## config.mk

```make
export PLATFORM = sky130hd
export DESIGN_NAME = gpio_port
export DESIGN_NICKNAME = d
export VERILOG_FILES = /design/src/rtl/gpio_port_pkg.sv /design/src/rtl/gpio_decode.sv /design/src/rtl/gpio_regs.sv /design/src/rtl/gpio_pins.sv /design/src/rtl/gpio_port.sv
export SDC_FILE = /design/constraint.sdc
export NUM_CORES = 1
export LEC_CHECK = 0
export ABC_AREA = 1
export BUFFER_PORTS_ARGS = -buffer_cell sky130_fd_sc_hd__clkbuf_2
export CORE_ASPECT_RATIO = 0.8
export CORE_MARGIN = 3
export CORE_UTILIZATION = 43
export DETAILED_ROUTE_END_ITERATION = 8
export PLACE_DENSITY = 0.85
export SLEW_MARGIN = 15
export SYNTH_ARGS = -nofsm -noshare
export SYNTH_HDL_FRONTEND = slang
export SYNTH_SLANG_ARGS = --single-unit
```

## constraint.sdc

```tcl
create_clock -name clk_i -period 4.65 [get_ports clk_i]
set_input_delay 0.465 -clock clk_i [delete_from_list [all_inputs] [get_ports clk_i]]
set_output_delay 0.465 -clock clk_i [all_outputs]
set_load 0.05 [all_outputs]
```

## src/rtl/gpio_port_pkg.sv

```systemverilog
package gpio_port_pkg;
  typedef enum logic [1:0] {
    SZ_BYTE = 2'b00,
    SZ_HALF = 2'b01,
    SZ_WORD = 2'b10,
    SZ_RSVD = 2'b11
  } xfer_size_e;

  typedef enum logic [1:0] {
    RSEL_DIR  = 2'd0,
    RSEL_IN   = 2'd1,
    RSEL_OUT  = 2'd2,
    RSEL_NONE = 2'd3
  } reg_sel_e;

  localparam int unsigned OFS_DIR = 'h000;
  localparam int unsigned OFS_IN  = 'h004;
  localparam int unsigned OFS_OUT = 'h008;

  function automatic logic mode_forces_init(input logic [2:0] mode);
    return (mode == 3'b000) || (mode == 3'b010) || (mode == 3'b011);
  endfunction
endpackage

```

## src/rtl/gpio_decode.sv

```systemverilog
module gpio_decode
  import gpio_port_pkg::*;
#(
  parameter int unsigned ADDR_W = 12
) (
  input  logic              sel_i,
  input  logic              wr_i,
  input  logic [ADDR_W-1:0] addr_i,
  input  logic [1:0]        size_i,
  input  logic              init_i,
  output logic              err_o,
  output logic              we_dir_o,
  output logic              we_out_o,
  output logic              re_o,
  output reg_sel_e          rsel_o
);
  logic size_ok, dir_ok, hit_ok;

  always_comb begin
    unique case (addr_i)
      ADDR_W'(OFS_DIR): rsel_o = RSEL_DIR;
      ADDR_W'(OFS_IN):  rsel_o = RSEL_IN;
      ADDR_W'(OFS_OUT): rsel_o = RSEL_OUT;
      default:          rsel_o = RSEL_NONE;
    endcase
  end

  assign size_ok = (xfer_size_e'(size_i) == SZ_WORD);
  assign hit_ok  = (rsel_o != RSEL_NONE);

  // direction rules: input is read-only, output is write-only
  always_comb begin
    unique case (rsel_o)
      RSEL_IN:  dir_ok = !wr_i;
      RSEL_OUT: dir_ok = wr_i;
      default:  dir_ok = 1'b1;
    endcase
  end

  logic ok;
  assign ok       = sel_i && !init_i && size_ok && hit_ok && dir_ok;
  assign err_o    = sel_i && !init_i && !ok;
  assign we_dir_o = ok && wr_i && (rsel_o == RSEL_DIR);
  assign we_out_o = ok && wr_i && (rsel_o == RSEL_OUT);
  assign re_o     = ok && !wr_i;
endmodule

```

## src/rtl/gpio_regs.sv

```systemverilog
module gpio_regs #(
  parameter int unsigned N      = 8,
  parameter int unsigned SYNC_N = 2
) (
  input  logic         clk_i,
  input  logic         arst_i,
  input  logic         we_dir_i,
  input  logic         we_out_i,
  input  logic [N-1:0] wdata_i,
  input  logic [N-1:0] pin_i,
  output logic [N-1:0] dir_o,
  output logic [N-1:0] out_o,
  output logic [N-1:0] in_o
);
  logic [N-1:0] sync_q [SYNC_N];

  always_ff @(posedge clk_i or posedge arst_i) begin
    if (arst_i) begin
      dir_o <= '1;
      out_o <= '0;
    end else begin
      if (we_dir_i) dir_o <= wdata_i;
      if (we_out_i) out_o <= wdata_i;
    end
  end

  for (genvar s = 0; s < SYNC_N; s++) begin : g_sync
    always_ff @(posedge clk_i or posedge arst_i) begin
      if (arst_i)      sync_q[s] <= '0;
      else if (s == 0) sync_q[s] <= pin_i;
      else             sync_q[s] <= sync_q[(s == 0) ? 0 : s-1];
    end
  end

  assign in_o = sync_q[SYNC_N-1];
endmodule

```

## src/rtl/gpio_pins.sv

```systemverilog
module gpio_pins #(
  parameter int unsigned N = 8
) (
  input  logic [N-1:0] dir_i,
  input  logic [N-1:0] out_i,
  output logic [N-1:0] pin_o,
  output logic [N-1:0] pin_oe_o
);
  for (genvar i = 0; i < N; i++) begin : g_pin
    // dir 1 = input (driver off)
    assign pin_oe_o[i] = ~dir_i[i];
    assign pin_o[i]    = dir_i[i] ? 1'b0 : out_i[i];
  end
endmodule

```

## src/rtl/gpio_port.sv

```systemverilog
module gpio_port
  import gpio_port_pkg::*;
#(
  parameter int unsigned N      = 8,
  parameter int unsigned DATA_W = 32,
  parameter int unsigned ADDR_W = 12,
  parameter int unsigned SYNC_N = 2
) (
  input  logic              clk_i,
  input  logic              rst_ni,
  input  logic [2:0]        bus_mode_i,
  input  logic              sel_i,
  input  logic              wr_i,
  input  logic [ADDR_W-1:0] addr_i,
  input  logic [1:0]        size_i,
  input  logic [DATA_W-1:0] wdata_i,
  output logic [DATA_W-1:0] rdata_o,
  output logic              rdata_oe_o,
  output logic              err_o,
  input  logic [N-1:0]      pin_i,
  output logic [N-1:0]      pin_o,
  output logic [N-1:0]      pin_oe_o
);
  localparam int unsigned PAD_W = DATA_W - N;

  logic     init, arst;
  logic     we_dir, we_out, re;
  reg_sel_e rsel;
  logic [N-1:0] dir_q, out_q, in_q;

  assign init = mode_forces_init(bus_mode_i);
  assign arst = !rst_ni || init;

  gpio_decode #(.ADDR_W(ADDR_W)) u_dec (
    .sel_i(sel_i), .wr_i(wr_i), .addr_i(addr_i), .size_i(size_i),
    .init_i(init), .err_o(err_o), .we_dir_o(we_dir), .we_out_o(we_out),
    .re_o(re), .rsel_o(rsel)
  );

  gpio_regs #(.N(N), .SYNC_N(SYNC_N)) u_regs (
    .clk_i(clk_i), .arst_i(arst), .we_dir_i(we_dir), .we_out_i(we_out),
    .wdata_i(wdata_i[N-1:0]), .pin_i(pin_i),
    .dir_o(dir_q), .out_o(out_q), .in_o(in_q)
  );

  gpio_pins #(.N(N)) u_pins (
    .dir_i(dir_q), .out_i(out_q), .pin_o(pin_o), .pin_oe_o(pin_oe_o)
  );

  always_comb begin
    rdata_o = '0;
    if (re) begin
      unique case (rsel)
        RSEL_DIR: rdata_o = {{PAD_W{1'b0}}, dir_q};
        RSEL_IN:  rdata_o = {{PAD_W{1'b0}}, in_q};
        default:  rdata_o = '0;
      endcase
    end
  end
  assign rdata_oe_o = re;
endmodule

```

# Yosys cells after proc, flatten, opt, wreduce, memory -nomap -nowiden
# Cells that the tools add are included.
# classes
n_eq_ne	8
n_mux	12
bitwise	8
n_reduce_logical	19
# op_table
cell	n
8-bit case mux with 2 select lines	1
12-bit by 3-bit == test with 1-bit output (second input constant)	1
12-bit by 4-bit == test with 1-bit output (second input constant)	1
12-bit zero test	1
1-bit logical AND	9
1-bit two-way mux	8
8-bit two-way mux	1
1-bit inverter	8
3-bit by 2-bit == test with 1-bit output (second input constant)	2
2-bit case mux with 3 select lines	1
2-bit == test (second input constant)	2
1-bit zero test	4
3-bit zero test	1
1-bit logical OR	3
2-bit by 1-bit == test with 1-bit output (second input constant)	1
2-bit zero test	1
2-bit != test (second input constant)	1
1-bit case mux with 2 select lines	1
# totals
regBits	32
input_bits	61
output_inout_bits	50
wordCells	51

# Logic depth before layout (Yosys ltp)
# logic_depth
depth_word	10
mapped_depth	15
mapped_depth_nobuf	14

# Modules after synthesis
# Synthesis repeated with hierarchy kept, for this count alone.
# unflattened
hier_cells	215
hier_area_um2	1747.9
# modules_own_cells
module	instances	cells_each	area_per_inst_um2	seq_area_each_um2
gpio_regs	1	93	1084.8	810.8
gpio_port	1	57	349.1	0.0
gpio_decode	1	41	203.9	0.0
gpio_pins	1	24	110.1	0.0

# Worst setup path before layout
# OpenSTA, ideal clock, no wires.
# synth_path
path_kind	input port to output port
startpoint	input port addr_i[11]
endpoint	output port rdata_o[0]
arrival_ns	2.516
required_ns	4.185
path_slack_ns	1.669
cell_stages	13
path_buffers	1
cell_sequence	nor2_1 nand2_1 nor2_4 nand2_1 inv_1 ha_1 buf_4 inv_1 nor2_1 nor2_1 nor2_4 nand4_4 a21oi_1
# synth_via
elab_chain_cells	7
word_cells_on_any_way	14
cone_classes	5 x eq/ne; 4 x mux; 5 x reduce/logical
# synth_rtl
item	line_no	source
start: declaration	gpio_port.sv:14	input logic [ADDR_W-1:0] addr_i,
12-bit by 4-bit == test with 1-bit output (tied with other cells)	gpio_decode.sv:20	unique case (addr_i)
2-bit case mux with 3 select lines (*)	gpio_decode.sv:20	
2-bit == test (tied with other cells)	gpio_decode.sv:33	unique case (rsel_o)
1-bit case mux with 2 select lines or 1-bit logical AND (tied branches)	gpio_decode.sv:33, gpio_decode.sv:41	
1-bit logical AND	gpio_decode.sv:41	assign ok = sel_i && !init_i && size_ok && hit_ok && dir_ok;
1-bit logical AND	gpio_decode.sv:45	assign re_o = ok && !wr_i;
8-bit two-way mux (*)	gpio_port.sv:52	if (re) begin
end: declaration	gpio_port.sv:17	output logic [DATA_W-1:0] rdata_o,
# Every way passes the cells marked *; elsewhere a longest branch is shown, timed or not.

# Worst setup path in the final report
# layout_path
startpoint	input port addr_i[9]
endpoint	output port rdata_o[0]
# Same word-level chain as after synthesis.

==> summary.txt <==
Status
  • Status: finished clean

STA
  • Fin crit share: 64.4%
  • Setup Skew: 0.652 ps
  • Slew HR: 34.1%
  • Unrepaired setup endpoints after global routing: false
  • Hold Fails Final Rpt: 0
  • PnR worst setup slack: 1650 ps
  • Slew @ Worst Pin: 986 ps
  • Slew Limit Fails: 0
  • Setup TNS: 0 ps
  • Clock period minus worst slack: 3000 ps
  • Fmax: 334 MHz
  • Setup-failing EPs final: 0

Synthesis
  • Top post-synthesis cells by area: dfrtp_1 (34%), dfstp_2 (12%), buf_4 (10%), nand2_1 (9.0%), inv_1 (7.8%)
  • Synth Register Bits: 32
  • Synth unique cells: 21
  • Cell taking the most area after synthesis: dfrtp_1
  • YS warnings: 0
  • Synth Cell Area: 1790 µm²
  • Seq/Total Area, Yosys: 45.3%
  • Top-area cell type share of the netlist area: 33.5%
  • Avg Synthesized Cell Area: 8.57 µm²
  • Cells after Synth: 209

Clock tree
  • Clk buf depth: 2
  • CTS resizes: 0
  • Num CTS Buffers: 5
  • Root buf cell: clkbuf_8
  • Hold buffer count at CTS: 0
  • Num Clock Sinks: 32
  • Clk_lat worst skew: 290 ps
  • Htree depth: 2
  • Post-CTS Setup Bufs: 0
  • Reg clk slew, reported paths: 70 ps
  • CTS tree: done

Pwr
  • Worst ir drop on vdd: 0.200 mV
  • Seq pwr share: 49.4%
  • LEAKAGE: 1.15 nW
  • Cell area power density: 274 nW/µm²
  • Comb pwr share: 13.9%
  • Psw: 176 µW
  • Cell internal pwr: 407 µW
  • Power share of the clock group: 36.7%
  • Net Sw Frac: 30.2%
  • Tot Pwr: 583 µW

Global routing
  • Met1 usage: 16.8%
  • Largest net degree at the start of global routing: 33
  • First-pass GRT wire length: 5900 µm
  • Grt total ovfl: 0
  • Met2 usage: 28.1%
  • Met3 usage: 5.86%
  • Number of global-route vias before repair: 1335
  • GRT busiest layer: met2
  • Initial antenna violation count: 0
  • GRT Util Overall: 15.8%

Worst setup path
  • FF-to-FF End: u_regs.dir_o[0]
  • R2R setup slack: 3870 ps
  • CP Launch Type: input pin
  • Worst path required time: 4180 ps
  • WP data arrival: 2530 ps
  • Crit Path Max Fanout: 9
  • Slowest library cell on the worst path: ha_1
  • CP most frequent cell: nor2_1
  • Crit-path cells: clkbuf_2, nor2_1, nand2_1, nor2_4, nand2_1, inv_1, ha_1, inv_1, nor2_1, nor2_1, nor2_4, nand4_4, a21oi_1, clkbuf_2
  • Slowest stage delay, CP: 330 ps
  • Worst Reg-to-Reg Cells: 2
  • Reg2reg start: u_regs.dir_o[0]
  • Critical path type: input pin to output pin
  • Crit path capture type: output pin

Floorplan
  • Die W: 78.1 µm
  • # IOs: 111
  • Cell Rows: 20
  • DIE AREA: 4980 µm²
  • Die height: 63.7 µm
  • Initial Utilization: 45.9%
  • Core ar.: 3900 µm²

Place
  • Placer Congestion: 0.763
  • Pre-CTS setup slack: 1630 ps
  • Post-detail-place hpwl: 2910 µm
  • Port bufs: 62

Flow run
  • Max Cap Viol: 0

Route
  • Initial DRC count: 47
  • DRC: 0
  • WL/cell: 11.0 µm
  • Drt via density: 4.22
  • Detail Route Antenna Nets: 0
  • Routed WL: 3610 µm
  • Pre-antenna DRT Iters: 4
  • Vias: 1388

Cells and area
  • # nets final: 337
  • Area grow syn2layout: 18.9%
  • Share of layout cells above drive strength 1: 35.8%
  • # diodes: 0

Worst hold path
  • End of the worst hold path: u_regs.sync_q[9]
  • Hold path depth: 1
  • Hold path startpoint: pin_i[1]
  • Hold Crit Class: input pin to flop
## Yosys cell counts
library cell	count
buf_6	2
ha_1	3
dfrtp_1	24
o21ai_2	9
nor2_4	3
nand2_2	2
inv_1	37
nand3_4	1
o21ai_1	8
nand2_4	3
buf_4	25
nand4_4	1
conb_1	1
dfstp_2	8
nor2_1	19
nand2_1	43
a21boi_0	1
nand3_1	9
buf_12	1
a21oi_1	8
and3_1	1
## cell families after synthesis
logic type | Yosys count | synth area share (%)
AND/OR/NAND/NOR | 82 | 22.5
buffers and inverters | 65 | 20.6
flip-flops | 32 | 45.3
AO/OA/AOI/OAI | 26 | 9.29
adder cells (fa/ha/maj) | 3 | 2.10
other | 1 | 0.209
## cell type report
cell class	instances	area (µm²)
Timing Repair Buffer	62	310
Sequential cell	32	811
Fill cell	379	1770
Multi-Input combinational cell	135	708
Clock inverter	3	23.8
Clock buffer	5	68.8
Tap cell	55	68.8
Inverter	37	139
## how the worst max path moves through the flow
stage | start | to | slack (ps)
floorplan | bus_mode_i[1] | u_regs.in_o[0] | 940
global placement | addr_i[11] | rdata_o[1] | 1700
detailed placement | addr_i[9] | rdata_o[0] | 1630
CTS | addr_i[9] | rdata_o[0] | 1620
global route | addr_i[11] | rdata_o[1] | 1360
finish | addr_i[9] | rdata_o[0] | 1650
## metal layers
layer / routed length [µm] / vias up
met4: 67 / 0
met3: 335 / 7
li1: - / 714
met2: 1770 / 56
met5: 0 / -
met1: 1440 / 611
## power groups by stage
| stage | registers, mW | logic (mW) | clock network [mW] |
|---|---|---|---|
| after floorplan | 0.292 | 0.0758 | 0 |
| after global routing | 0.288 | 0.0874 | 0.240 |
| after CTS | 0.288 | 0.0812 | 0.220 |
| after detailed placement | 0.293 | 0.0810 | 0 |
| final | 0.288 | 0.0809 | 0.214 |
| after global placement | 0.292 | 0.0800 | 0 |
## state kept, by name (all words and copies together), names as in the netlist
| register | flops |
|---|---|
| u_regs.dir_o | 8 |
| u_regs.in_o | 8 |
| u_regs.out_o | 8 |
| u_regs.sync_q | 8 |
## placed cells by master, fill, tap and decap left out, drive strengths merged
master,n
a21boi,1
a21oi,8
and3,1
clkbuf,67
clkinv,1
clkinvlp,2
conb,24
dfrtp,24
dfstp,8
ha,3
inv,37
nand2,48
nand3,10
nand4,1
nor2,22
o21ai,17
## worst max-delay path: cells and delay by family
| family | cells | cell delay, ps |
|---|---|---|
| compound gates | 1 | 200 |
| fa+ha+maj | 1 | 330 |
| buf+inv | 4 | 540 |
| simple gates | 8 | 1000 |
## through the flow
stage	hold WS (ps)	area [µm²]	instances	util, %
after global placement	332	2040	321	52.2
final	274	2130	329	54.6
after detailed placement	338	2040	321	52.2
after floorplan	331	1880	232	-
after CTS	269	2130	329	54.6
after global routing	259	2130	329	54.6
Power figures use the tool's default switching activity.
